File: src/rtl/ddr_pwrup_pkg.sv
package ddr_pwrup_pkg;

    typedef enum logic [3:0] {
        ST_WAIT_PWR,
        ST_HOLD,
        ST_PREA,
        ST_GAP_RP,
        ST_EMRS,
        ST_GAP_EMRD,
        ST_MRS,
        ST_GAP_MRD,
        ST_REF,
        ST_GAP_RFC,
        ST_SETTLE,
        ST_READY
    } seq_state_t;

    typedef enum logic [2:0] {
        OP_NOP,
        OP_PREA,
        OP_EMRS,
        OP_MRS,
        OP_REF
    } seq_op_t;

    // {cs_n, ras_n, cas_n, we_n}
    localparam logic [3:0] PINS_NOP  = 4'b0111;
    localparam logic [3:0] PINS_PRE  = 4'b0010;
    localparam logic [3:0] PINS_REF  = 4'b0001;
    localparam logic [3:0] PINS_LOAD = 4'b0000;

endpackage

File: src/rtl/ddr_pwrup_timer.sv
module ddr_pwrup_timer #(
    parameter int W = 8
) (
    input  logic         clk,
    input  logic         rst,
    input  logic         load,
    input  logic [W-1:0] load_val,
    output logic         expired
);
    logic [W-1:0] cnt;

    always_ff @(posedge clk) begin
        if (rst)
            cnt <= '0;
        else if (load)
            cnt <= load_val;
        else if (cnt != '0)
            cnt <= cnt - 1'b1;
    end

    assign expired = (cnt == '0);

    // Loaded values only count down; a non-zero count decrements by one
    p_count_down_r7: assert property (@(posedge clk) disable iff (rst)
        (!load && cnt != '0) |=> (cnt == $past(cnt) - 1'b1));
endmodule

File: src/rtl/ddr_pwrup_cmd_enc.sv
module ddr_pwrup_cmd_enc
    import ddr_pwrup_pkg::*;
#(
    parameter int ADDR_W      = 12,
    parameter int BA_W        = 2,
    parameter int DLL_RST_BIT = 8,
    parameter int ALL_BANK_BIT = 10
) (
    input  seq_op_t            op,
    input  logic [ADDR_W-1:0]  mr_val,
    input  logic [ADDR_W-1:0]  emr_val,
    output logic [3:0]         pins,
    output logic [BA_W-1:0]    ba,
    output logic [ADDR_W-1:0]  addr
);
    always_comb begin
        pins = PINS_NOP;
        ba   = '0;
        addr = '0;
        unique case (op)
            OP_PREA: begin
                pins = PINS_PRE;
                addr[ALL_BANK_BIT] = 1'b1;
            end
            OP_EMRS: begin
                pins = PINS_LOAD;
                ba   = BA_W'(1);
                addr = emr_val;
            end
            OP_MRS: begin
                pins = PINS_LOAD;
                addr = mr_val;
                addr[DLL_RST_BIT] = 1'b1;
            end
            OP_REF:  pins = PINS_REF;
            default: pins = PINS_NOP;
        endcase
    end
endmodule

File: src/rtl/ddr_pwrup_seq.sv
module ddr_pwrup_seq
    import ddr_pwrup_pkg::*;
#(
    parameter int CLK_MHZ    = 200,
    parameter int HOLD_US    = 200,
    parameter int T_RP       = 3,
    parameter int T_MRD      = 2,
    parameter int T_RFC      = 14,
    parameter int N_REF      = 2,
    parameter int SETTLE_CYC = 200,
    parameter int ADDR_W     = 12,
    parameter int BA_W       = 2
) (
    input  logic              clk,
    input  logic              rst,
    input  logic              pwr_ok,
    input  logic [ADDR_W-1:0] mr_cfg,
    input  logic [ADDR_W-1:0] emr_cfg,
    output logic              cs_n,
    output logic              ras_n,
    output logic              cas_n,
    output logic              we_n,
    output logic [BA_W-1:0]   ba,
    output logic [ADDR_W-1:0] addr,
    output logic              init_done
);
    localparam int HOLD_CYC  = CLK_MHZ * HOLD_US;
    localparam int N_REF_EFF = (N_REF < 2) ? 2 : N_REF;
    localparam int MAX_A     = (HOLD_CYC > SETTLE_CYC) ? HOLD_CYC : SETTLE_CYC;
    localparam int MAX_B     = (T_RP > T_MRD) ? T_RP : T_MRD;
    localparam int MAX_C     = (MAX_B > T_RFC) ? MAX_B : T_RFC;
    localparam int MAX_LD    = (MAX_A > MAX_C) ? MAX_A : MAX_C;
    localparam int CNT_W     = (MAX_LD < 2) ? 1 : $clog2(MAX_LD + 1);
    localparam int RC_W      = $clog2(N_REF_EFF + 1);

    localparam logic [CNT_W-1:0] LD_HOLD   = CNT_W'(HOLD_CYC - 1);
    localparam logic [CNT_W-1:0] LD_RP     = CNT_W'(T_RP - 1);
    localparam logic [CNT_W-1:0] LD_MRD    = CNT_W'(T_MRD - 1);
    localparam logic [CNT_W-1:0] LD_RFC    = CNT_W'(T_RFC - 1);
    localparam logic [CNT_W-1:0] LD_SETTLE = CNT_W'(SETTLE_CYC - 1);
    localparam logic [RC_W-1:0]  REF_LAST  = RC_W'(N_REF_EFF);

    seq_state_t         state, nxt;
    seq_op_t            op;
    logic               tmr_load, tmr_expired;
    logic [CNT_W-1:0]   tmr_val;
    logic [RC_W-1:0]    ref_cnt;
    logic [ADDR_W-1:0]  mr_q, emr_q;
    logic [3:0]         pins;

    // state register, refresh tally and configuration capture
    always_ff @(posedge clk) begin
        if (rst) begin
            state   <= ST_WAIT_PWR;
            ref_cnt <= '0;
            mr_q    <= '0;
            emr_q   <= '0;
        end else begin
            state <= nxt;
            if (state == ST_REF)
                ref_cnt <= ref_cnt + 1'b1;
            if (state == ST_WAIT_PWR && pwr_ok) begin
                mr_q  <= mr_cfg;
                emr_q <= emr_cfg;
            end
        end
    end

    // transitions and timer loads
    always_comb begin
        nxt      = state;
        tmr_load = 1'b0;
        tmr_val  = '0;
        unique case (state)
            ST_WAIT_PWR: if (pwr_ok) begin
                nxt = ST_HOLD; tmr_load = 1'b1; tmr_val = LD_HOLD;
            end
            ST_HOLD:     if (tmr_expired) nxt = ST_PREA;
            ST_PREA: begin
                nxt = ST_GAP_RP; tmr_load = 1'b1; tmr_val = LD_RP;
            end
            ST_GAP_RP:   if (tmr_expired) nxt = ST_EMRS;
            ST_EMRS: begin
                nxt = ST_GAP_EMRD; tmr_load = 1'b1; tmr_val = LD_MRD;
            end
            ST_GAP_EMRD: if (tmr_expired) nxt = ST_MRS;
            ST_MRS: begin
                nxt = ST_GAP_MRD; tmr_load = 1'b1; tmr_val = LD_MRD;
            end
            ST_GAP_MRD:  if (tmr_expired) nxt = ST_REF;
            ST_REF: begin
                nxt = ST_GAP_RFC; tmr_load = 1'b1; tmr_val = LD_RFC;
            end
            ST_GAP_RFC: if (tmr_expired) begin
                if (ref_cnt == REF_LAST) begin
                    nxt = ST_SETTLE; tmr_load = 1'b1; tmr_val = LD_SETTLE;
                end else begin
                    nxt = ST_REF;
                end
            end
            ST_SETTLE:   if (tmr_expired) nxt = ST_READY;
            ST_READY:    nxt = ST_READY;
            default:     nxt = ST_WAIT_PWR;
        endcase
    end

    // outputs from state
    always_comb begin
        op = OP_NOP;
        unique case (state)
            ST_PREA: op = OP_PREA;
            ST_EMRS: op = OP_EMRS;
            ST_MRS:  op = OP_MRS;
            ST_REF:  op = OP_REF;
            default: op = OP_NOP;
        endcase
        init_done = (state == ST_READY);
    end

    ddr_pwrup_timer #(.W(CNT_W)) u_timer (
        .clk      (clk),
        .rst      (rst),
        .load     (tmr_load),
        .load_val (tmr_val),
        .expired  (tmr_expired)
    );

    ddr_pwrup_cmd_enc #(.ADDR_W(ADDR_W), .BA_W(BA_W)) u_enc (
        .op      (op),
        .mr_val  (mr_q),
        .emr_val (emr_q),
        .pins    (pins),
        .ba      (ba),
        .addr    (addr)
    );

    assign {cs_n, ras_n, cas_n, we_n} = pins;

    // nothing but NOP while waiting or holding
    p_wait_nop_r2: assert property (@(posedge clk) disable iff (rst)
        (state == ST_WAIT_PWR || state == ST_HOLD) |-> (pins == PINS_NOP));

    // extended load is only entered from the precharge gap
    p_emrs_after_pre_r4: assert property (@(posedge clk) disable iff (rst)
        (state == ST_EMRS) |-> ($past(state) == ST_GAP_RP));

    // a mode load on bank 0 always asks for DLL reset
    p_mrs_dll_r5: assert property (@(posedge clk) disable iff (rst)
        (pins == PINS_LOAD && ba == '0) |-> addr[8]);

    // refresh tally never exceeds its target
    p_ref_bound_r6: assert property (@(posedge clk) disable iff (rst)
        ref_cnt <= REF_LAST);

    // a non-NOP command never lasts into a second cycle
    p_cmd_single_r7: assert property (@(posedge clk) disable iff (rst)
        (pins != PINS_NOP) |=> (pins == PINS_NOP));

    // ready is sticky and quiet
    p_ready_sticky_r8: assert property (@(posedge clk) disable iff (rst)
        init_done |=> init_done);
    p_ready_quiet_r8: assert property (@(posedge clk) disable iff (rst)
        init_done |-> (pins == PINS_NOP && addr == '0));
endmodule

File: config.mk
export PLATFORM = sky130hd
export DESIGN_NAME = ddr_pwrup_seq
export DESIGN_NICKNAME = d
export VERILOG_FILES = /design/src/rtl/ddr_pwrup_pkg.sv /design/src/rtl/ddr_pwrup_timer.sv /design/src/rtl/ddr_pwrup_cmd_enc.sv /design/src/rtl/ddr_pwrup_seq.sv
export SDC_FILE = /design/constraint.sdc
export NUM_CORES = 1
export LEC_CHECK = 0
export BUFFER_PORTS_ARGS = -buffer_cell sky130_fd_sc_hd__buf_2
export CAP_MARGIN = 20
export CORE_MARGIN = 1
export CORE_UTILIZATION = 54
export CTS_CLUSTER_SIZE = 30
export DETAILED_ROUTE_END_ITERATION = 10
export PLACE_DENSITY = 0.87
export SKIP_CTS_REPAIR_TIMING = 1
export SLEW_MARGIN = 20
export SYNTH_ARGS = -nofsm -noshare
export SYNTH_HDL_FRONTEND = slang
export SYNTH_SLANG_ARGS = --single-unit
File: constraint.sdc
create_clock -name clk -period 2 [get_ports clk]
set_clock_uncertainty 0.05 [all_clocks]
set_input_delay 0.2 -clock clk [delete_from_list [all_inputs] [get_ports clk]]
set_output_delay 0.2 -clock clk [all_outputs]
set_load 0.005 [all_outputs]
# Yosys cells after proc, flatten, opt, wreduce, memory -nomap -nowiden
# Index checks and enable logic that the tools add are counted.
# word_totals
word_cells,64
reg_bits,46
# classes
reduce_logical,9
eq_ne,23
add_sub_neg,2
mux,25
# op_table
op,n
$pmux 16 s5,1
$mux 16,3
$pmux 4 s12,1
$mux 4,7
$pmux 10 s2,1
$eq 4x3->1 const B,4
$eq 4x4->1 const B,4
$logic_not 16->1,1
$mux 8,2
$reduce_bool 16->1,1
$sub 16x1->16 const B,1
$ne 2x2->1 const B,7
$pmux 3 s4,1
$pmux 3 s3,1
$eq 4x2->1 const B,2
$reduce_and 7->1,1
$eq 3x2->1 const B,2
$pmux 1 s3,2
$eq 4x1->1 const B,1
$logic_not 4->1,1
$mux 1,4
$reduce_or 2->1,2
$reduce_or 4->1,1
$eq 3x1->1 const B,1
other kinds (7),7

# Longest topological paths before layout
# Gate-level depths: netlist of run 1.
# logic_depth
depth_word,5
ltp_mapped,8
ltp_nobuf,7

# By module
# From an unflattened synthesis of run 1, not the netlist that was laid out.
# hier_totals
hier_cells,316
area_unflattened_um2,2677.6
# by_module_without_submodules
mod,cells_each,n_inst,area_each_um2,seq_area_each_um2
ddr_pwrup_seq,162,1,1433.9,600.6
ddr_pwrup_timer,116,1,964.7,320.3
ddr_pwrup_cmd_enc,38,1,279.0,0.0

# Worst setup path after synthesis of run 1
# Ideal clock, no wire load.
# synth_timing
path_type,register to register
start,register u_timer.cnt[0]
end,register u_timer.cnt[14]
path_stages_with_launch,9
synth_period_minus_slack_ps,1790
required_ps,1833
path_slack_ps,210
t_arrival_ps,1622
cell_sequence,dfxtp_1 > inv_1 > ha_1 > nor4b_2 > and4_1 > buf_2 > a2111oi_4 > xnor2_1 > nor2_1
# synth_between
elab_chain_cells,4
word_cells_on_any_way,8
# synth_rtl
item,line_no,text
from (decl),ddr_pwrup_timer.sv:10,logic [W-1:0] cnt;
from (signal assigned),ddr_pwrup_timer.sv:16,cnt <= load_val;
from (signal assigned),ddr_pwrup_timer.sv:18,cnt <= cnt - 1'b1;
"parallel branches: the longest is 4 deep, another holds $sub 16x1->16",--,
# Several ways; the timed one is not identified. The select of a mux whose other input is x is not followed.
# A chain may end at the register's enable or synchronous reset.

# Worst setup path in the final report of run 1
# layout_timing
start,register state[2]
end,output addr[0]
# layout_between
elab_chain_cells,4
word_cells_on_any_way,8
# layout_rtl
item,line_no,text
from (decl),ddr_pwrup_seq.sv:43,"seq_state_t state, nxt;"
from (signal assigned),ddr_pwrup_seq.sv:59,state <= nxt;
$eq 4x4->1 (tied with other cells),ddr_pwrup_seq.sv:110,unique case (state)
$pmux 3 s4 *,ddr_pwrup_seq.sv:110,
$eq 3x2->1,ddr_pwrup_cmd_enc.sv:20,unique case (op)
$pmux 10 s2 *,ddr_pwrup_cmd_enc.sv:20,
to (decl),ddr_pwrup_seq.sv:24,"output logic [ADDR_W-1:0] addr,"
# Mark *: on every way between the ends. The rest lies on a longest branch, timed or not.

==> results of run 1 <==
## kinds of logic after synthesis
logic type | Yosys count | synth area share, %
AO/OA/AOI/OAI | 75 | 21.2
XOR/XNOR | 14 | 5.38
adder cells (fa/ha/maj) | 3 | 1.65
buffers and inverters | 26 | 5.16
flip-flops | 45 | 39.5
multiplexers | 3 | 1.32
other | 1 | 0.164
AND/OR/NAND/NOR | 121 | 25.6
## worst min-delay path, stage by stage
cell and delay (ns):
buf_2 0.09, nand2_1 0.04, a21oi_1 0.05
## synthesized netlist by cell type (2+ instances only)
cell type,number,area share [%]
nand2_1,64,11
dfxtp_1,45,39
a21oi_1,34,7.5
nor2_1,22,3.6
clkbuf_1,11,1.8
a22o_1,10,3.8
nor3_1,9,2.0
o21ai_0,9,2.0
xnor2_1,9,3.5
inv_1,6,0.99
o22ai_1,6,1.6
xor2_1,5,1.9
buf_2,4,0.88
a211oi_1,3,0.99
ha_1,3,1.6
mux2i_1,3,1.3
nand3_1,3,0.66
o21a_1,3,0.99
and3_1,2,0.55
buf_1,2,0.33
buf_4,2,0.66
nand2b_1,2,0.55
nand3b_1,2,0.66
nand4_1,2,0.55
nor4_1,2,0.55
nor4_2,2,1.1
or3_1,2,0.55
## cells in the final DEF (no fill, tap or decap), types with 2 or more instances in the layout
cell type,netlist,layout
nand2_1,64,64
dfxtp_1,45,42
buf_2,4,42
a21oi_1,34,34
nor2_1,22,21
buf_4,2,15
a22o_1,10,10
nor3_1,9,9
o21ai_0,9,9
xnor2_1,9,9
inv_1,6,6
o22ai_1,6,6
xor2_1,5,5
clkbuf_8,0,5
o21a_1,3,3
nand3_1,3,3
a211oi_1,3,3
mux2i_1,3,3
ha_1,3,3
clkinvlp_4,0,3
nor4_4,1,2
or3_1,2,2
nand3b_1,2,2
nor4_2,2,2
nand4_1,2,2
nand2b_1,2,2
conb_1,1,2
dfxtp_2,0,2
## where the power goes
group          total [mW]  internal (mW)  switching (mW)
combinational        1.52          0.678           0.840
clock               0.554          0.245           0.309
sequential           1.34           1.12           0.221
total                3.41           2.04            1.37
## state kept, by name, indices dropped and copies added, names as in the netlist
| signal | flops |
|---|---|
| state | 4 |
| u_timer.cnt | 16 |
| emr_q | 12 |
| ref_cnt | 2 |
| mr_q | 11 |
## path summary, 6_finish.rpt
kind | start | endpoint | slack (ns) | depth (start not counted)
setup reg to reg | u_timer.cnt[0] | u_timer.cnt[4] | 0.13 | 7
setup / recovery | state[2] | addr[0] | 0.10 | 6
hold / removal | emr_cfg[11] | emr_q[11] | 0.08 | 3
hold reg to reg | mr_q[0] | mr_q[0] | 0.41 | 2
## per-stage QoR
| step | std cells | setup WS, ns | total power [mW] | util [%] |
|---|---|---|---|---|
| after floorplan | 289 | 0.210 | 2.46 | - |
| after global placement | 376 | 0.165 | 2.78 | 63.9 |
| after detailed placement | 376 | 0.124 | 2.83 | 63.9 |
| after CTS | 384 | -0.162 | 3.40 | 66.2 |
| after global routing | 385 | 0.00680 | 3.65 | 67.2 |
| final | 385 | 0.102 | 3.41 | 67.2 |
## final cells by class
cell class | count | area (sq um) | share of cell area [%]
clock buffers | 5 | 68.8 | 2.54
clock inverters | 3 | 22.5 | 0.831
inverters | 6 | 22.5 | 0.831
multi-input cells | 218 | 1290 | 47.7
flip-flops and latches | 45 | 907 | 33.5
well taps | 50 | 62.6 | 2.31
repair buffers | 58 | 334 | 12.3
## per-layer routing
metal,vias to the layer above,track usage [%],wire [microns]
li1,1088,-,-
met1,976,26.4,2280
met2,69,39.0,2530
met3,4,5.48,290
met4,0,7.98,42
met5,-,0,0
==> key figures, run 1 <==
Min path
  – Hold Crit Class: primary input to flop

Global route
  – Vias in the first global route: 1,813
  – GRT Total Usage: 22.4%
  – Overflow after GRT: 0
  – Initial antenna violation count: 0
  – Largest net degree at the start of global routing: 30
  – First-pass GRT wire length: 7690 microns

Synthesis
  – Synth Flop Type: dfxtp_1
  – Synth warn: 0
  – Post-synth ARST share: 0%
  – Sequential fraction of the synthesis area: 39.5%
  – Distinct cell type count after synthesis: 48
  – Avg Inst Size Synth: 7.92 sq um
  – Cells after Synth: 288
  – Post-synth EDFFs: 0
  – Seq cells post-synth: 45
  – Mapped Area: 0.00228 sq mm

Critical path
  – Setup crit end kind: output port
  – WP data required: 1.75 ns
  – Setup CP Type: flop to output port
  – Buffers and inverters on the worst path: 4
  – Worst-path cell chain: buf_4, inv_1, nor4_4, buf_4, a22o_1, buf_2
  – Top delay family on crit path: buffers and inverters
  – CP dominant cell by count: buf_4
  – CP peak stage delay: 0.40 ns
  – Worst-path maximum fanout: 9
  – CP arrival: 1.65 ns
  – Critical Path Slowest Stage Cell: dfxtp_4
  – Startpoint Class: flop

STA
  – Setup violators final: 0
  – Hold WS: 0.0839 ns
  – Final period utilization: 94.9%
  – Max-slew violations: 0
  – Max Fclk: 527 MHz
  – Fin. Hold Viols: 0
  – RSZ-0062 raised after global routing: false
  – Tmin final: 1.90 ns
  – Setup TNS: 0 ns

Placed design
  – DP HPWL: 3520 microns
  – Placed instance area: 0.00257 sq mm
  – Routability cong.: 0.810
  – Number of port buffers: 42

Clock network
  – CTS Buffer Depth: 2
  – Total CTS buffers: 5
  – TritonCTS clock tree: yes
  – Worst-path clk slew: 0.09 ns
  – Worst-Skew Late Latency: 0.29 ns
  – Clock root cell: clkbuf_8
  – Htree depth: 2
  – CTS Sinks: 45

Detailed routing
  – Drt first-iter violations: 194
  – Drc violations: 0
  – DRT antenna net count: 0
  – Via count: 2,137
  – Final wirelength: 5140 microns
  – DR vias/cell: 5.55
  – WL/cell: 13.4 microns
  – 1st-pass router iterations: 4

Floorplan
  – Die area: 0.00449 sq mm
  – # IOs: 46
  – Starting Density: 56.6%
  – Die X: 67.0 microns
  – Rows: 23
  – Height of the die: 67.0 microns
  – Total core area: 0.00403 sq mm

Cells and area
  – Layout net count: 364
  – FILL cells: 349
  – Final Cell Area: 0.00271 sq mm
  – Ant diodes: 0
  – Fraction of layout cells with a size suffix above 1: 24.8%
  – Layout Area Growth over Synthesis: 18.8%

Power and ir drop
  – Peak VDD IR: 0.668 mV
  – PD cells: 1260 mW/mm^2
  – Leak: 1.08 nW

Run status
  – Status: finished, final reports clean

Run
  – Total of max-cap violations: 0
No activity file was read; power rests on OpenSTA's default activity.
==> run 2, diff against run 1 <==
--- a/config.mk
+++ b/config.mk
@@ -12,6 +12,7 @@
 export CTS_CLUSTER_SIZE = 30
 export DETAILED_ROUTE_END_ITERATION = 10
 export PLACE_DENSITY = 0.87
+export SETUP_SLACK_MARGIN = 0.2
 export SKIP_CTS_REPAIR_TIMING = 1
 export SLEW_MARGIN = 20
 export SYNTH_ARGS = -nofsm -noshare
==> key figures, run 2 (same netlist as run 1, synthesis figures left out) <==
Run status
  – Status: finished, final reports clean

Floorplan
  – Total core area: 0.00403 sq mm
  – Starting Density: 56.6%
  – Height of the die: 67.0 microns
  – Die area: 0.00449 sq mm
  – # IOs: 46
  – Rows: 23
  – Die X: 67.0 microns

STA
  – Max-slew violations: 0
  – Hold WS: 0.0813 ns
  – RSZ-0062 raised after global routing: true
  – Setup violators final: 0
  – Final period utilization: 90.9%
  – Max Fclk: 550 MHz
  – Setup TNS: 0 ns
  – Tmin final: 1.82 ns
  – Fin. Hold Viols: 0

Cells and area
  – Layout Area Growth over Synthesis: 24.2%
  – Area of the multi-input gates: 0.00135 sq mm
  – Fraction of layout cells with a size suffix above 1: 30.5%
  – Largest register FFs: 16
  – Layout net count: 370
  – FILL cells: 312
  – Most frequent cells in the layout: nand2_1, buf_2, dfxtp_1, a21oi_1, nor2_1
  – Commonest non-fill, non-tap cell in the layout: nand2_1
  – Sequential cell area: 918 sq um
  – Top Registers: u_timer.cnt: 16 flops, emr_q: 12 flops, mr_q: 11 flops
  – Biggest register: u_timer.cnt
  – Ant diodes: 0

Power and ir drop
  – Peak VDD IR: 0.679 mV
  – Final Power: 3.61 mW
  – Leak: 1.12 nW
  – PD cells: 1280 mW/mm^2

Global route
  – Overflow after GRT: 0
  – First-pass GRT wire length: 7690 microns
  – Largest net degree at the start of global routing: 30
  – GRT Total Usage: 22.4%
  – Initial antenna violation count: 0
  – Vias in the first global route: 1,813

Clock network
  – Worst-path clk slew: 0.09 ns
  – CTS Sinks: 45
  – Worst-Skew Late Latency: 0.30 ns
  – Clock root cell: clkbuf_8
  – TritonCTS clock tree: yes
  – Total CTS buffers: 5
  – CTS Buffer Depth: 2
  – Htree depth: 2

Critical path
  – Worst-path maximum fanout: 10
  – Setup CP Type: flop to output port
  – CP arrival: 1.57 ns
  – WP data required: 1.75 ns
  – Setup crit end kind: output port
  – Worst r2r path cells: 7
  – Startpoint Class: flop

Detailed routing
  – Drt first-iter violations: 169
  – 1st-pass router iterations: 4
  – Final wirelength: 5670 microns
  – DR vias/cell: 5.75
  – Via count: 2,247
  – DRT antenna net count: 0
  – WL/cell: 14.5 microns
  – Drc violations: 0

Min path
  – Hold Crit Class: primary input to flop
  – Hold path depth: 3

Placed design
  – DP HPWL: 3520 microns
  – Number of port buffers: 42
  – Routability cong.: 0.810

Run
  – Total of max-cap violations: 0
-- run 2: area by class of cell --
| type | count | area share [%] |
|---|---|---|
| Clock buffer | 5 | 2.43 |
| Clock inverter | 3 | 0.795 |
| Inverter | 6 | 0.795 |
| Multi-Input combinational cell | 218 | 47.6 |
| Sequential cell | 45 | 32.4 |
| Tap cell | 50 | 2.21 |
| Timing Repair Buffer | 64 | 13.8 |
-- run 2: final timing paths --
path                   from             end  slack, ns
max                state[3]         addr[4]       0.18
min             emr_cfg[11]       emr_q[11]       0.08
max reg2reg  u_timer.cnt[0]  u_timer.cnt[1]       0.19
min reg2reg        state[3]        state[2]       0.40
-- run 2: through the flow --
step / utilization (%) / instances / area (sq um) / setup slack [ns]
final: 70.3 / 391 / 2830 / 0.182
after global routing: 70.3 / 391 / 2830 / 0.0357
after CTS: 66.2 / 384 / 2670 / -0.162
after detailed placement: 63.9 / 376 / 2570 / 0.124
after global placement: 63.9 / 376 / 2570 / 0.165
after floorplan: - / 289 / 2280 / 0.210
-- run 2: critical path, cell delays in order (launching register included) --
cell     delay (ns)
dfxtp_4        0.36
buf_6          0.13
nor2_1         0.15
and3_2         0.35
a22o_1         0.17
buf_2          0.11
-- run 2: per-layer routing --
layer | GRT usage [%] | vias up | part of all wire, %
met5 | 0 | - | 0
met4 | 7.98 | 0 | 2.2
met3 | 5.48 | 14 | 6.5
met2 | 39.0 | 93 | 50
met1 | 26.4 | 1037 | 41
li1 | - | 1103 | -
-- run 2: power breakdown --
part	switching [mW]	internal, mW	leakage, nW
combinational	0.922	0.763	0.714
clock	0.311	0.245	0.0364
sequential	0.246	1.13	0.374
==> run 3, diff against run 2 <==
--- a/config.mk
+++ b/config.mk
@@ -8,10 +8,11 @@
 export BUFFER_PORTS_ARGS = -buffer_cell sky130_fd_sc_hd__buf_2
 export CAP_MARGIN = 20
 export CORE_MARGIN = 1
-export CORE_UTILIZATION = 54
+export CORE_UTILIZATION = 28
+export CTS_BUF_LIST = sky130_fd_sc_hd__clkbuf_16
 export CTS_CLUSTER_SIZE = 30
 export DETAILED_ROUTE_END_ITERATION = 10
-export PLACE_DENSITY = 0.87
+export PLACE_DENSITY = 0.54
 export SETUP_SLACK_MARGIN = 0.2
 export SKIP_CTS_REPAIR_TIMING = 1
 export SLEW_MARGIN = 20
==> key figures, run 3 (same netlist as run 1, synthesis figures left out) <==
Global route
  – Initial antenna violation count: 0
  – First-pass GRT wire length: 9660 microns
  – Vias in the first global route: 2,056
  – Overflow after GRT: 0
  – Largest net degree at the start of global routing: 26
  – GRT Total Usage: 14.1%

Detailed routing
  – Drt first-iter violations: 114
  – WL/cell: 13.1 microns
  – Final wirelength: 5850 microns
  – DRT antenna net count: 0
  – Via count: 2,146
  – Drc violations: 0
  – DR vias/cell: 4.81
  – 1st-pass router iterations: 4

Critical path
  – Startpoint Class: flop
  – Setup crit end kind: output port
  – Critical Path Slowest Stage Cell: dfxtp_4
  – CP arrival: 1.54 ns
  – CP peak stage delay: 0.35 ns
  – Worst-path cell chain: buf_6, nor4_4, buf_4, a22o_1, buf_2
  – WP data required: 1.75 ns
  – Worst-path maximum fanout: 5
  – Setup CP Type: flop to output port

Power and ir drop
  – NetSw: 1.50 mW
  – Peak VDD IR: 0.459 mV
  – Switching Fraction: 37.2%
  – Combinational power share: 43.4%
  – Clock power share: 22.7%
  – Leak: 1.19 nW
  – PD cells: 1330 mW/mm^2
  – Seq pwr share: 33.9%
  – Internal power: 2.54 mW
  – Final Power: 4.04 mW

STA
  – Fin. Hold Viols: 0
  – Tmin final: 1.79 ns
  – Hold WS: 0.102 ns
  – RSZ-0062 raised after global routing: true
  – Max-slew violations: 0
  – Setup TNS: 0 ns
  – Final period utilization: 89.6%
  – Setup violators final: 0
  – Max Fclk: 558 MHz
  – Worst setup margin: 0.208 ns

Cells and area
  – Most frequent cells in the layout: nand2_1, buf_2, dfxtp_1, a21oi_1, nor2_1
  – Fraction of layout cells with a size suffix above 1: 29.7%
  – FILL cells: 822
  – Top Registers: u_timer.cnt: 16 flops, emr_q: 12 flops, mr_q: 11 flops
  – Biggest register: u_timer.cnt
  – Core Util, Final: 38.8%
  – Final Cell Area: 0.00303 sq mm
  – Final Non-Filler Cells: 446
  – Commonest non-fill, non-tap cell in the layout: nand2_1
  – Ant diodes: 0
  – Layout Area Growth over Synthesis: 32.9%
  – Largest register FFs: 16
  – Layout net count: 374

Min path
  – Hold Crit Class: primary input to flop

Placed design
  – Routability cong.: 0.807
  – Number of port buffers: 42
  – Dpl ws: 0.112 ns
  – DP Cell Count: 432
  – DP HPWL: 3980 microns
  – Placed instance area: 0.00271 sq mm

Clock network
  – TritonCTS clock tree: yes
  – CTS Buffer Depth: 2
  – CTS Sinks: 45
  – Clock root cell: clkbuf_16
  – Worst-path clk slew: 0.06 ns
  – Worst-Skew Late Latency: 0.28 ns
  – Total CTS buffers: 5
  – Htree depth: 2

Floorplan
  – Die area: 0.00851 sq mm
  – Rows: 32
  – Die X: 92.3 microns
  – Total core area: 0.00781 sq mm
  – Starting Density: 29.2%
  – Height of the die: 92.3 microns
  – # IOs: 46

Run
  – Total of max-cap violations: 0

Run status
  – Status: finished, final reports clean
==> run 3: layer usage <==
layer	global-route usage, %	vias up	wire length (microns)
li1	-	1108	-
met1	18.3	994	2890
met2	23.1	42	2680
met3	3.73	2	250
met4	3.52	0	29
met5	0	-	0
==> run 3: worst paths after layout <==
path,start,endpoint,slack (ns),cells after the start
worst min register to register,mr_q[3],mr_q[3],0.41,2
worst max-delay path,state[3],addr[2],0.21,5
worst max register to register,u_timer.cnt[0],u_timer.cnt[14],0.27,8
worst min-delay path,emr_cfg[8],emr_q[8],0.10,3
==> run 3: power by group through the flow <==
stage	clock [mW]	combinational, mW	sequential [mW]
after floorplan	0	1.16	1.30
after global placement	0	1.57	1.33
after detailed placement	0	1.58	1.34
after CTS	0.940	1.59	1.32
after global routing	0.983	1.95	1.40
final	0.918	1.75	1.37
==> run 3: final cells by class <==
class	count	area, sq um	area share [%]
repair buffers	68	458	15.1
well taps	102	128	4.21
flip-flops and latches	45	911	30.0
clock buffers	5	125	4.13
inverters	6	22.5	0.743
clock inverters	2	35.0	1.16
multi-input cells	218	1350	44.6
==> run 3: critical path, delay by kind of cell, from the launching register on <==
kind / cells / cell delay, ns
AO/OA/AOI/OAI: 1 / 0.14
flip-flops: 1 / 0.35
AND/OR/NAND/NOR: 1 / 0.33
buffers and inverters: 3 / 0.44
